$ cat src/rtl/i2c_rb_pkg.sv
`timescale 1ns/1ps
package i2c_rb_pkg;
    typedef enum logic [3:0] {
        ST_IDLE,
        ST_ADDR,
        ST_ADDR_ACK,
        ST_PTR,
        ST_PTR_ACK,
        ST_WDATA,
        ST_WDATA_ACK,
        ST_RDATA,
        ST_RDATA_ACK,
        ST_IGNORE
    } slv_state_t;
endpackage

$ cat src/rtl/i2c_rb_sync.sv
`timescale 1ns/1ps
// Multi-flop synchronizer with edge flags on the synchronized level.
module i2c_rb_sync #(
    parameter int STAGES = 2
) (
    input  logic clk,
    input  logic rst_n,
    input  logic pin,
    output logic level,
    output logic rise,
    output logic fall
);
    logic [STAGES:0] pipe_q;

    always_ff @(posedge clk or negedge rst_n) begin
        if (!rst_n) begin
            pipe_q <= '1;
        end else begin
            pipe_q <= {pipe_q[STAGES-1:0], pin};
        end
    end

    assign level = pipe_q[STAGES-1];
    assign rise  = pipe_q[STAGES-1] & ~pipe_q[STAGES];
    assign fall  = ~pipe_q[STAGES-1] & pipe_q[STAGES];
endmodule

$ cat src/rtl/i2c_rb_regfile.sv
`timescale 1ns/1ps
// Register file: one write port, two asynchronous read ports.
module i2c_rb_regfile #(
    parameter  int DEPTH = 16,
    parameter  int DW    = 8,
    localparam int AW    = $clog2(DEPTH)
) (
    input  logic          clk,
    input  logic          rst_n,
    input  logic          we,
    input  logic [AW-1:0] waddr,
    input  logic [DW-1:0] wdata,
    input  logic [AW-1:0] raddr_a,
    output logic [DW-1:0] rdata_a,
    input  logic [AW-1:0] raddr_b,
    output logic [DW-1:0] rdata_b
);
    logic [DW-1:0] mem_q [DEPTH];

    for (genvar g = 0; g < DEPTH; g++) begin : g_entry
        always_ff @(posedge clk or negedge rst_n) begin
            if (!rst_n) begin
                mem_q[g] <= '0;
            end else if (we && (waddr == AW'(g))) begin
                mem_q[g] <= wdata;
            end
        end
    end

    assign rdata_a = mem_q[raddr_a];
    assign rdata_b = mem_q[raddr_b];
endmodule

$ cat src/rtl/i2c_regbank_slave.sv
`timescale 1ns/1ps
module i2c_regbank_slave
    import i2c_rb_pkg::*;
#(
    parameter  logic [6:0] DEV_ADDR  = 7'b1100000,
    parameter  int         REG_COUNT = 16,
    parameter  int         SYNC_STG  = 2,
    localparam int         PTR_W     = $clog2(REG_COUNT)
) (
    input  logic             clk,
    input  logic             rst_n,
    input  logic             scl_in,
    input  logic             sda_in,
    output logic             sda_oe,
    input  logic [PTR_W-1:0] rd_addr,
    output logic [7:0]       rd_data,
    output logic             wr_stb,
    output logic [PTR_W-1:0] wr_addr,
    output logic [7:0]       wr_data
);
    logic scl_lvl, scl_r, scl_f;
    logic sda_lvl, sda_r, sda_f;

    i2c_rb_sync #(.STAGES(SYNC_STG)) u_scl_sync (
        .clk(clk), .rst_n(rst_n), .pin(scl_in),
        .level(scl_lvl), .rise(scl_r), .fall(scl_f)
    );
    i2c_rb_sync #(.STAGES(SYNC_STG)) u_sda_sync (
        .clk(clk), .rst_n(rst_n), .pin(sda_in),
        .level(sda_lvl), .rise(sda_r), .fall(sda_f)
    );

    slv_state_t       state_q, state_d;
    logic [3:0]       cnt_q;
    logic [7:0]       shreg_q;
    logic [PTR_W-1:0] ptr_q;
    logic             ptr_ok_q;
    logic             rw_q;
    logic             mack_q;
    logic [7:0]       bank_rd;
    logic [7:0]       tx_byte;

    wire start_c   = sda_f & scl_lvl;
    wire stop_c    = sda_r & scl_lvl;
    wire byte_done = scl_f & (cnt_q == 4'd8);
    wire addr_hit  = (shreg_q[7:1] == DEV_ADDR);

    assign tx_byte = ptr_ok_q ? bank_rd : 8'hFF;

    i2c_rb_regfile #(.DEPTH(REG_COUNT), .DW(8)) u_bank (
        .clk(clk), .rst_n(rst_n),
        .we(wr_stb), .waddr(wr_addr), .wdata(wr_data),
        .raddr_a(rd_addr), .rdata_a(rd_data),
        .raddr_b(ptr_q), .rdata_b(bank_rd)
    );

    // State register
    always_ff @(posedge clk or negedge rst_n) begin
        if (!rst_n) state_q <= ST_IDLE;
        else        state_q <= state_d;
    end

    // Transitions
    always_comb begin
        state_d = state_q;
        if (stop_c) begin
            state_d = ST_IDLE;
        end else if (start_c) begin
            state_d = ST_ADDR;
        end else begin
            unique case (state_q)
                ST_IDLE, ST_IGNORE: state_d = state_q;
                ST_ADDR:      if (byte_done) state_d = addr_hit ? ST_ADDR_ACK : ST_IGNORE;
                ST_ADDR_ACK:  if (scl_f)     state_d = rw_q ? ST_RDATA : ST_PTR;
                ST_PTR:       if (byte_done) state_d = ST_PTR_ACK;
                ST_PTR_ACK:   if (scl_f)     state_d = ST_WDATA;
                ST_WDATA:     if (byte_done) state_d = ST_WDATA_ACK;
                ST_WDATA_ACK: if (scl_f)     state_d = ST_WDATA;
                ST_RDATA:     if (byte_done) state_d = ST_RDATA_ACK;
                ST_RDATA_ACK: if (scl_f)     state_d = mack_q ? ST_RDATA : ST_IGNORE;
                default:      state_d = ST_IDLE;
            endcase
        end
    end

    // Datapath and outputs
    always_ff @(posedge clk or negedge rst_n) begin
        if (!rst_n) begin
            cnt_q    <= '0;
            shreg_q  <= '0;
            ptr_q    <= '0;
            ptr_ok_q <= 1'b1;
            rw_q     <= 1'b0;
            mack_q   <= 1'b0;
            sda_oe   <= 1'b0;
            wr_stb   <= 1'b0;
            wr_addr  <= '0;
            wr_data  <= '0;
        end else begin
            wr_stb <= 1'b0;
            if (stop_c || start_c) begin
                cnt_q  <= '0;
                sda_oe <= 1'b0;
            end else begin
                unique case (state_q)
                    ST_ADDR, ST_PTR, ST_WDATA: begin
                        if (scl_r && (cnt_q < 4'd8)) begin
                            shreg_q <= {shreg_q[6:0], sda_lvl};
                            cnt_q   <= cnt_q + 4'd1;
                        end else if (byte_done) begin
                            cnt_q <= '0;
                            if (state_q == ST_ADDR) begin
                                if (addr_hit) begin
                                    sda_oe <= 1'b1;
                                    rw_q   <= shreg_q[0];
                                end
                            end else if (state_q == ST_PTR) begin
                                sda_oe   <= 1'b1;
                                ptr_q    <= shreg_q[PTR_W-1:0];
                                ptr_ok_q <= (shreg_q[7:PTR_W] == '0);
                            end else begin
                                sda_oe  <= 1'b1;
                                wr_stb  <= ptr_ok_q;
                                wr_addr <= ptr_q;
                                wr_data <= shreg_q;
                                ptr_q   <= ptr_q + 1'b1;
                            end
                        end
                    end
                    ST_ADDR_ACK: begin
                        if (scl_f) begin
                            if (rw_q) begin
                                shreg_q <= tx_byte;
                                sda_oe  <= ~tx_byte[7];
                            end else begin
                                sda_oe  <= 1'b0;
                            end
                        end
                    end
                    ST_PTR_ACK, ST_WDATA_ACK: begin
                        if (scl_f) sda_oe <= 1'b0;
                    end
                    ST_RDATA: begin
                        if (scl_r) begin
                            cnt_q <= cnt_q + 4'd1;
                        end else if (scl_f) begin
                            if (cnt_q == 4'd8) begin
                                cnt_q  <= '0;
                                sda_oe <= 1'b0;
                            end else begin
                                shreg_q <= {shreg_q[6:0], 1'b0};
                                sda_oe  <= ~shreg_q[6];
                            end
                        end
                    end
                    ST_RDATA_ACK: begin
                        if (scl_r) begin
                            mack_q <= ~sda_lvl;
                            if (!sda_lvl) ptr_q <= ptr_q + 1'b1;
                        end else if (scl_f) begin
                            if (mack_q) begin
                                shreg_q <= tx_byte;
                                sda_oe  <= ~tx_byte[7];
                            end else begin
                                sda_oe  <= 1'b0;
                            end
                        end
                    end
                    default: ;
                endcase
            end
        end
    end
endmodule

$ cat config.mk
export PLATFORM = sky130hd
export DESIGN_NAME = i2c_regbank_slave
export DESIGN_NICKNAME = d
export VERILOG_FILES = /design/src/rtl/i2c_rb_pkg.sv /design/src/rtl/i2c_rb_sync.sv /design/src/rtl/i2c_rb_regfile.sv /design/src/rtl/i2c_regbank_slave.sv
export SDC_FILE = /design/constraint.sdc
export NUM_CORES = 1
export LEC_CHECK = 0
export CAP_MARGIN = 40
export CORE_ASPECT_RATIO = 1.25
export CORE_UTILIZATION = 55
export CTS_CLUSTER_SIZE = 40
export DETAILED_ROUTE_END_ITERATION = 6
export PLACE_DENSITY_LB_ADDON = 0.3
export SETUP_SLACK_MARGIN = 0.3
export SYNTH_ARGS = -nofsm -noshare
export SYNTH_HDL_FRONTEND = slang
export SYNTH_HIERARCHICAL = 1
export SYNTH_SLANG_ARGS = --single-unit
$ cat constraint.sdc
create_clock -name clk -period 2.45 [get_ports clk]
set_input_delay 0.49 -clock clk [delete_from_list [all_inputs] [get_ports clk]]
set_output_delay 0.49 -clock clk [all_outputs]
set_load 0.03 [all_outputs]
==> metrics.txt, run 1 <==
# TYPE chip_impl_metric gauge
chip_impl_info{name="outcome",value="finished, final reports clean"} 1
chip_impl_metric{name="post-place-cells",unit=""} 926
chip_impl_metric{name="synth_seq_area_share",unit="%"} 46.1
chip_impl_metric{name="fin_crit",unit="ps"} 2400
chip_impl_metric{name="yosysWarningCount",unit=""} 6
chip_impl_metric{name="gpl.final_weighted_congestion",unit=""} 0.868
chip_impl_metric{name="tightest_slew",unit="ps"} 647
chip_impl_metric{name="drc_markers",unit=""} 0
chip_impl_metric{name="avgViaCountPerCell",unit=""} 6.56
chip_impl_metric{name="die_width",unit="um"} 118
chip_impl_info{name="synth_top_cells_by_area",value="dfrtp_1 (44%), mux2_2 (18%), mux4_2 (8.2%), mux4_1 (7.9%), a22oi_1 (2.6%)"} 1
chip_impl_info{name="timing.hold.worst.class",value="in2async"} 1
chip_impl_metric{name="initial_core_util",unit="%"} 56.7
chip_impl_info{name="ys_top_cells_by_count",value="dfrtp_1 (164), mux2_2 (148), mux4_2 (34), a22oi_1 (32), nand2_1 (31)"} 1
chip_impl_info{name="startpoint_type_of_the_worst_setup_path",value="primary input"} 1
chip_impl_metric{name="timing.final.hold_violations",unit=""} 0
chip_impl_metric{name="antenna_left",unit=""} 0
chip_impl_metric{name="grt_pass1_vias",unit=""} 6834
chip_impl_metric{name="die_y",unit="um"} 147
chip_impl_metric{name="stdcell_area",unit="mm2"} 0.0112
chip_impl_metric{name="first_pass_grt_wire_length",unit="um"} 38600
chip_impl_metric{name="numClockSinks",unit=""} 171
chip_impl_metric{name="drt_iter0_drc",unit=""} 571
chip_impl_metric{name="cp_data_arrival_time",unit="ps"} 1910
chip_impl_metric{name="htree_num_levels",unit=""} 4
chip_impl_metric{name="worstPathMaxFanout",unit=""} 8
chip_impl_metric{name="layout-drive-gt1-share",unit="%"} 52.0
chip_impl_metric{name="place.detailed.hpwl",unit="um"} 15700
chip_impl_metric{name="peakVddDrop",unit="V"} 0.000430
chip_impl_info{name="synthMostInstantiatedCell",value="dfrtp_1"} 1
chip_impl_metric{name="dieArea",unit="mm2"} 0.0174
chip_impl_metric{name="number_of_enable_type_register_cells_in_the_synthesized_netlist",unit=""} 0
chip_impl_metric{name="pre_cts_slack",unit="ps"} -486
chip_impl_metric{name="coreArea",unit="mm2"} 0.0164
chip_impl_metric{name="stdcell_count",unit=""} 989
chip_impl_metric{name="async_reset_ff_share",unit="%"} 100
chip_impl_info{name="synth_top_cell_by_area",value="dfrtp_1"} 1
chip_impl_metric{name="cts.clk_slew.worst_paths",unit="ps"} 60
chip_impl_metric{name="cts-root-to-sink-buffers",unit=""} 2
chip_impl_metric{name="final.period_utilization",unit="%"} 97.9
chip_impl_metric{name="nNetsFinal",unit=""} 771
chip_impl_metric{name="route.detailed.wl_per_inst",unit="um"} 24.5
chip_impl_info{name="critical-path-top-cell-by-count",value="buf_6"} 1
chip_impl_metric{name="ys_types",unit=""} 62
chip_impl_metric{name="insertion_delay",unit="ps"} 430
chip_impl_metric{name="synthesis.area_per_instance",unit="um2"} 13.8
chip_impl_metric{name="antenna_fix_cells",unit=""} 0
chip_impl_metric{name="finish.utilization",unit="%"} 68.3
chip_impl_metric{name="setup-violations-final",unit=""} 0
chip_impl_info{name="ctsRootBufferMaster",value="clkbuf_16"} 1
chip_impl_metric{name="firstDrtPassIters",unit=""} 5
chip_impl_metric{name="max_freq",unit="MHz"} 417
chip_impl_metric{name="antenna_found_initial",unit=""} 0
chip_impl_info{name="slowest_cell_on_crit_path",value="mux4_2"} 1
chip_impl_metric{name="lkg_pwr",unit="nW"} 5.15
chip_impl_metric{name="cp_slowest_stage_delay",unit="ps"} 500
chip_impl_metric{name="slew-limit-headroom",unit="%"} 56.8
chip_impl_metric{name="core.rowCount",unit=""} 52
chip_impl_metric{name="fill_cells",unit=""} 1109
chip_impl_metric{name="port_buffers",unit=""} 29
chip_impl_metric{name="io_pins",unit=""} 30
chip_impl_metric{name="pwr_density_cell",unit="mW/mm2"} 550
chip_impl_metric{name="drt_wl_total",unit="um"} 24200
chip_impl_info{name="cp_cell_sequence",value="buf_12, buf_12, buf_6, buf_6, mux4_2, a22oi_2, nand2_1, buf_6"} 1
chip_impl_metric{name="grt_start_max_net_pins",unit=""} 67
chip_impl_metric{name="max-cap-violations",unit=""} 0
chip_impl_info{name="cp-end-kind",value="primary output"} 1
chip_impl_metric{name="dpl-instance-area",unit="mm2"} 0.0101
chip_impl_metric{name="critPathRequiredTime",unit="ps"} 1960
chip_impl_metric{name="total_power",unit="mW"} 6.16
chip_impl_metric{name="final_max_slew_viols",unit=""} 0
chip_impl_metric{name="syn-instance-count",unit=""} 674
chip_impl_metric{name="vias",unit=""} 6489
chip_impl_metric{name="yosys_reg_bits",unit=""} 171
chip_impl_metric{name="syn_to_final_growth",unit="%"} 20.4
chip_impl_metric{name="setup_ws",unit="ps"} 50.4
chip_impl_metric{name="rr_worst_depth",unit=""} 8
chip_impl_metric{name="synth_fp_nets",unit=""} 685
chip_impl_metric{name="synth_top_area_share",unit="%"} 44.1
chip_impl_metric{name="grt.total_usage",unit="%"} 29.4
chip_impl_metric{name="finalClockSkew",unit="ps"} 7.81
chip_impl_info{name="timing.setup.critical_path_class",value="in2out"} 1
chip_impl_info{name="setup_repair_after_global_routing_missed_its_margin",value="true"} 1
chip_impl_info{name="tritoncts",value="built"} 1
chip_impl_metric{name="area_of_the_mapped_netlist",unit="mm2"} 0.00930
chip_impl_info{name="ys.flop_type",value="dfrtp_1"} 1
chip_impl_metric{name="grt-ovfl-total",unit=""} 0
chip_impl_metric{name="cts_inserted_buffers",unit=""} 17
## power breakdown
| group | total [mW] | leakage (nW) | switching (mW) | internal (mW) |
|---|---|---|---|---|
| Clock | 2.55 | 0.271 | 1.07 | 1.48 |
| Combinational | 0.594 | 2.54 | 0.299 | 0.294 |
| Sequential | 3.02 | 2.34 | 0.113 | 2.91 |
## layer usage
metal	up-vias	global-route usage [%]	share of wire (%)
li1	2739	-	-
met1	3384	36.9	39
met2	285	50.2	52
met3	81	5.13	5.2
met4	0	12.8	3.7
met5	-	0	0
## sequential cells by signal, indices dropped and copies added (netlist names)
signal / flops
cnt_q: 4
mack_q: 1
ptr_ok_q: 1
ptr_q: 4
rw_q: 1
sda_oe: 1
shreg_q: 8
state_q: 4
u_bank/mem_q: 128
u_scl_sync/pipe_q: 3
u_sda_sync/pipe_q: 3
wr_addr: 4
wr_data: 8
wr_stb: 1
## critical path: cells and delay by family
family,cells,cell delay (ps)
AO/OA/AOI/OAI,1,210
buffers and inverters,5,590
multiplexers,1,500
AND/OR/NAND/NOR,1,120
## layout make-up
type	instances	area (um2)	share of cell area [%]
multi-input cells	445	4870	43.5
inverters	12	45.0	0.402
clock inverters	7	66.3	0.592
repair buffers	113	1170	10.4
well taps	216	270	2.41
flip-flops and latches	171	4290	38.3
clock buffers	25	485	4.33
## kinds of logic (layout without fill, tap and decap cells)
| kind of cell | Yosys count | after routing | synth area share (%) |
|---|---|---|---|
| DFF | 171 | 171 | 46.1 |
| adders and majority gates | 3 | 3 | 0.404 |
| AOI/OAI and AO/OA | 94 | 94 | 6.80 |
| muxes | 218 | 218 | 35.3 |
| and+or+nand+nor | 130 | 130 | 7.95 |
| buffers and inverters | 58 | 157 | 3.48 |
## worst paths after layout
| kind | startpoint | endpoint | slack, ps |
|---|---|---|---|
| hold reg to reg | u_sda_sync/pipe_q[0] | u_sda_sync/pipe_q[1] | 360 |
| max in group asynchronous | rst_n | wr_data[5] | 1570 |
| min in group clk | u_sda_sync/pipe_q[0] | u_sda_sync/pipe_q[1] | 360 |
| hold / removal | rst_n | state_q[3] | 70 |
| setup reg to reg | ptr_q[0] | shreg_q[0] | 210 |
| setup / recovery | rd_addr[0] | rd_data[7] | 50 |
## metrics by stage
stage | TNS (ps) | hold slack, ps
floorplan | 0 | 194
global placement | -2500 | 350
detailed placement | -2610 | 349
CTS | 0 | 81.0
global route | 0 | 109
finish | 0 | 67.6
## timing repair
item                                    CTS  global route
buffers inserted                         24             4
endpoints found under the setup margin   32            32
gates resized for setup                  95            37
pin swaps                                27            18
hold buffers                              0             0
cloned                                    3             0
## layout by cell type (no fill, tap or decap), types with 6 or more instances in the layout
master	count
buf_4	64
a22oi_2	27
mux4_2	49
nor2_2	12
nand2_2	6
nand2_1	25
mux2_4	7
o21ai_0	10
nand2b_1	11
buf_6	11
clkbuf_16	17
buf_12	11
mux2_2	141
dfrtp_1	160
nor3_2	7
nand3_1	12
a21oi_1	19
clkdlybuf4s50_1	11
mux4_1	13
dlygate4sd2_1	6
nor2_1	15
dfstp_2	7
nor2b_1	8
mux2i_1	6
inv_1	11
Note: power is estimated with default switching activity, not from simulation.
==> run 2: changes to the inputs <==
Clock period 2.45 ns to 2.85 ns, I/O delays scaled along.
==> metrics.txt, run 2 (synthesized netlist as in run 1, its figures left out) <==
# TYPE chip_impl_metric gauge
chip_impl_metric{name="fin_worst_hold_slack",unit="ps"} 138
chip_impl_metric{name="vias",unit=""} 6397
chip_impl_info{name="reg_top3",value="u_bank/mem_q (128), shreg_q (8), wr_data (8)"} 1
chip_impl_metric{name="tightest_slew",unit="ps"} 695
chip_impl_metric{name="combined_flip_flop_and_latch_cell_area",unit="mm2"} 0.00430
chip_impl_metric{name="die_y",unit="um"} 147
chip_impl_metric{name="route.detailed.wl_per_inst",unit="um"} 24.1
chip_impl_metric{name="cts_hold_buf",unit=""} 0
chip_impl_info{name="outcome",value="finished, final reports clean"} 1
chip_impl_metric{name="antenna_fix_cells",unit=""} 0
chip_impl_metric{name="setup-violations-final",unit=""} 0
chip_impl_info{name="r2r_start",value="ptr_q[0]"} 1
chip_impl_metric{name="rr_worst_depth",unit=""} 7
chip_impl_metric{name="gpl.final_weighted_congestion",unit=""} 0.879
chip_impl_metric{name="antenna_left",unit=""} 0
chip_impl_metric{name="reg2reg_slack",unit="ps"} 370
chip_impl_info{name="startpoint_type_of_the_worst_setup_path",value="primary input"} 1
chip_impl_metric{name="cts_inserted_buffers",unit=""} 17
chip_impl_metric{name="firstDrtPassIters",unit=""} 5
chip_impl_info{name="timing.setup.critical_path_class",value="in2out"} 1
chip_impl_metric{name="finalClockSkew",unit="ps"} 7.99
chip_impl_metric{name="dr_wl_met2",unit="um"} 12000
chip_impl_metric{name="layout-drive-gt1-share",unit="%"} 44.8
chip_impl_metric{name="dieArea",unit="mm2"} 0.0174
chip_impl_metric{name="syn_to_final_growth",unit="%"} 15.8
chip_impl_metric{name="finish.utilization",unit="%"} 65.7
chip_impl_metric{name="core.rowCount",unit=""} 52
chip_impl_metric{name="timing.final.hold_violations",unit=""} 0
chip_impl_metric{name="grt-ovfl-total",unit=""} 0
chip_impl_metric{name="multiInputGateArea",unit="mm2"} 0.00473
chip_impl_info{name="regToRegEndpoint",value="shreg_q[4]"} 1
chip_impl_metric{name="initial_core_util",unit="%"} 56.7
chip_impl_metric{name="die_width",unit="um"} 118
chip_impl_metric{name="final.period_utilization",unit="%"} 89.9
chip_impl_metric{name="fill_cells",unit=""} 1172
chip_impl_metric{name="slew-limit-headroom",unit="%"} 53.0
chip_impl_metric{name="cp_data_arrival_time",unit="ps"} 1990
chip_impl_metric{name="htree_num_levels",unit=""} 4
chip_impl_metric{name="grt.total_usage",unit="%"} 28.3
chip_impl_metric{name="antenna_found_initial",unit=""} 0
chip_impl_info{name="top_layer",value="met4"} 1
chip_impl_metric{name="final_max_slew_viols",unit=""} 0
chip_impl_metric{name="cts.clk_slew.worst_paths",unit="ps"} 60
chip_impl_metric{name="avgViaCountPerCell",unit=""} 6.68
chip_impl_metric{name="grt_start_max_net_pins",unit=""} 70
chip_impl_metric{name="cts-root-to-sink-buffers",unit=""} 2
chip_impl_info{name="registers.top_by_ff_count",value="u_bank/mem_q"} 1
chip_impl_metric{name="insertion_delay",unit="ps"} 430
chip_impl_metric{name="grt_pass1_vias",unit=""} 6524
chip_impl_metric{name="numClockSinks",unit=""} 171
chip_impl_metric{name="fin_crit",unit="ps"} 2560
chip_impl_metric{name="largest_reg_flops",unit=""} 128
chip_impl_metric{name="place.detailed.hpwl",unit="um"} 15600
chip_impl_metric{name="io_pins",unit=""} 30
chip_impl_info{name="timing.hold.worst.class",value="in2async"} 1
chip_impl_metric{name="pwr_density_cell",unit="mW/mm2"} 490
chip_impl_metric{name="drt_iter0_drc",unit=""} 496
chip_impl_info{name="ctsRootBufferMaster",value="clkbuf_16"} 1
chip_impl_metric{name="lkg_pwr",unit="nW"} 4.98
chip_impl_metric{name="max-cap-violations",unit=""} 0
chip_impl_info{name="setup_repair_after_global_routing_missed_its_margin",value="true"} 1
chip_impl_metric{name="coreArea",unit="mm2"} 0.0164
chip_impl_info{name="mostFrequentLayoutCell",value="dfrtp_1"} 1
chip_impl_metric{name="critPathRequiredTime",unit="ps"} 2280
chip_impl_metric{name="peakVddDrop",unit="V"} 0.000443
chip_impl_metric{name="total_power",unit="mW"} 5.27
chip_impl_info{name="start_point_of_the_critical_path",value="rd_addr[0]"} 1
chip_impl_metric{name="port_buffers",unit=""} 29
chip_impl_metric{name="pre_cts_slack",unit="ps"} -123
chip_impl_info{name="tritoncts",value="built"} 1
chip_impl_metric{name="max_freq",unit="MHz"} 390
chip_impl_metric{name="nNetsFinal",unit=""} 741
chip_impl_metric{name="worstPathMaxFanout",unit=""} 6
chip_impl_metric{name="setup_ws",unit="ps"} 287
chip_impl_metric{name="first_pass_grt_wire_length",unit="um"} 37200
chip_impl_metric{name="drc_markers",unit=""} 0
chip_impl_metric{name="route.met3.wl",unit="um"} 1100
chip_impl_info{name="cp-end-kind",value="primary output"} 1
chip_impl_info{name="final_cell_mix",value="dfrtp_1 (160), mux2_2 (148), buf_4 (46)"} 1
chip_impl_metric{name="drt_wl_total",unit="um"} 23100
chip_impl_metric{name="wl_met1",unit="um"} 9250
run 2: changes by cell type in the layout (fill, tap and decap cells not counted), sizes merged:
cell           before  now
buf                94   62
bufbuf              1    2
bufinv              1    2
clkbuf             25   23
clkdlybuf4s15       0    1
clkdlybuf4s50      11   16
clkinv              6    4
dlygate4sd2         6    0
dlymetal6s2s        1    2
inv                11   12
run 2: report_power, final:
part | switching [mW] | total (mW) | internal [mW]
Sequential | 0.0851 | 2.58 | 2.50
Clock | 0.919 | 2.25 | 1.33
Combinational | 0.237 | 0.443 | 0.206
run 2: how the worst max path moves through the flow:
stage                            end  cells past startpoint
final                     rd_data[7]                      7
after global routing      rd_data[2]                      7
after CTS                 rd_data[5]                      7
after detailed placement  rd_data[4]                      6
after global placement    rd_data[1]                      6
after floorplan           rd_data[1]                      5
run 2: metrics by stage:
stage | area [um2] | instances | TNS, ps
after detailed placement | 9930 | 913 | -330
after CTS | 10700 | 954 | 0
after floorplan | 9300 | 674 | 0
after global routing | 10800 | 957 | 0
after global placement | 9930 | 913 | -266
final | 10800 | 957 | 0
run 2: critical path: stages:
cell	delay, ps
buf_8	80
buf_12	130
buf_12	120
mux4_4	630
a22oi_2	190
nand2_1	110
buf_6	150
run 2: layout make-up:
cell class	instances	share of cell area (%)
multi-input cells	445	43.9
flip-flops and latches	171	39.9
repair buffers	83	8.03
clock buffers	23	4.35
well taps	216	2.51
clock inverters	7	0.849
inverters	12	0.418
run 2: what timing repair did:
action / 4_1_cts / 5_1_grt
pin swaps: 5 / 0
gates resized for setup: 40 / 21
setup buffers: 8 / 3
cloned: 3 / 0
setup endpoints to repair: 8 / 19
run 2: layer usage:
| metal | up-vias | GRT usage (%) |
|---|---|---|
| met3 | 65 | 4.36 |
| met2 | 265 | 46.9 |
| met5 | - | 0 |
| met4 | 0 | 13.7 |
| met1 | 3357 | 36.7 |
| li1 | 2710 | - |
==> run 3: changes to the inputs <==
Settings changed: SLEW_MARGIN from default to 15.
==> results of run 3 <==
No change in the layout: final DEF, timing and power equal those of run 2.
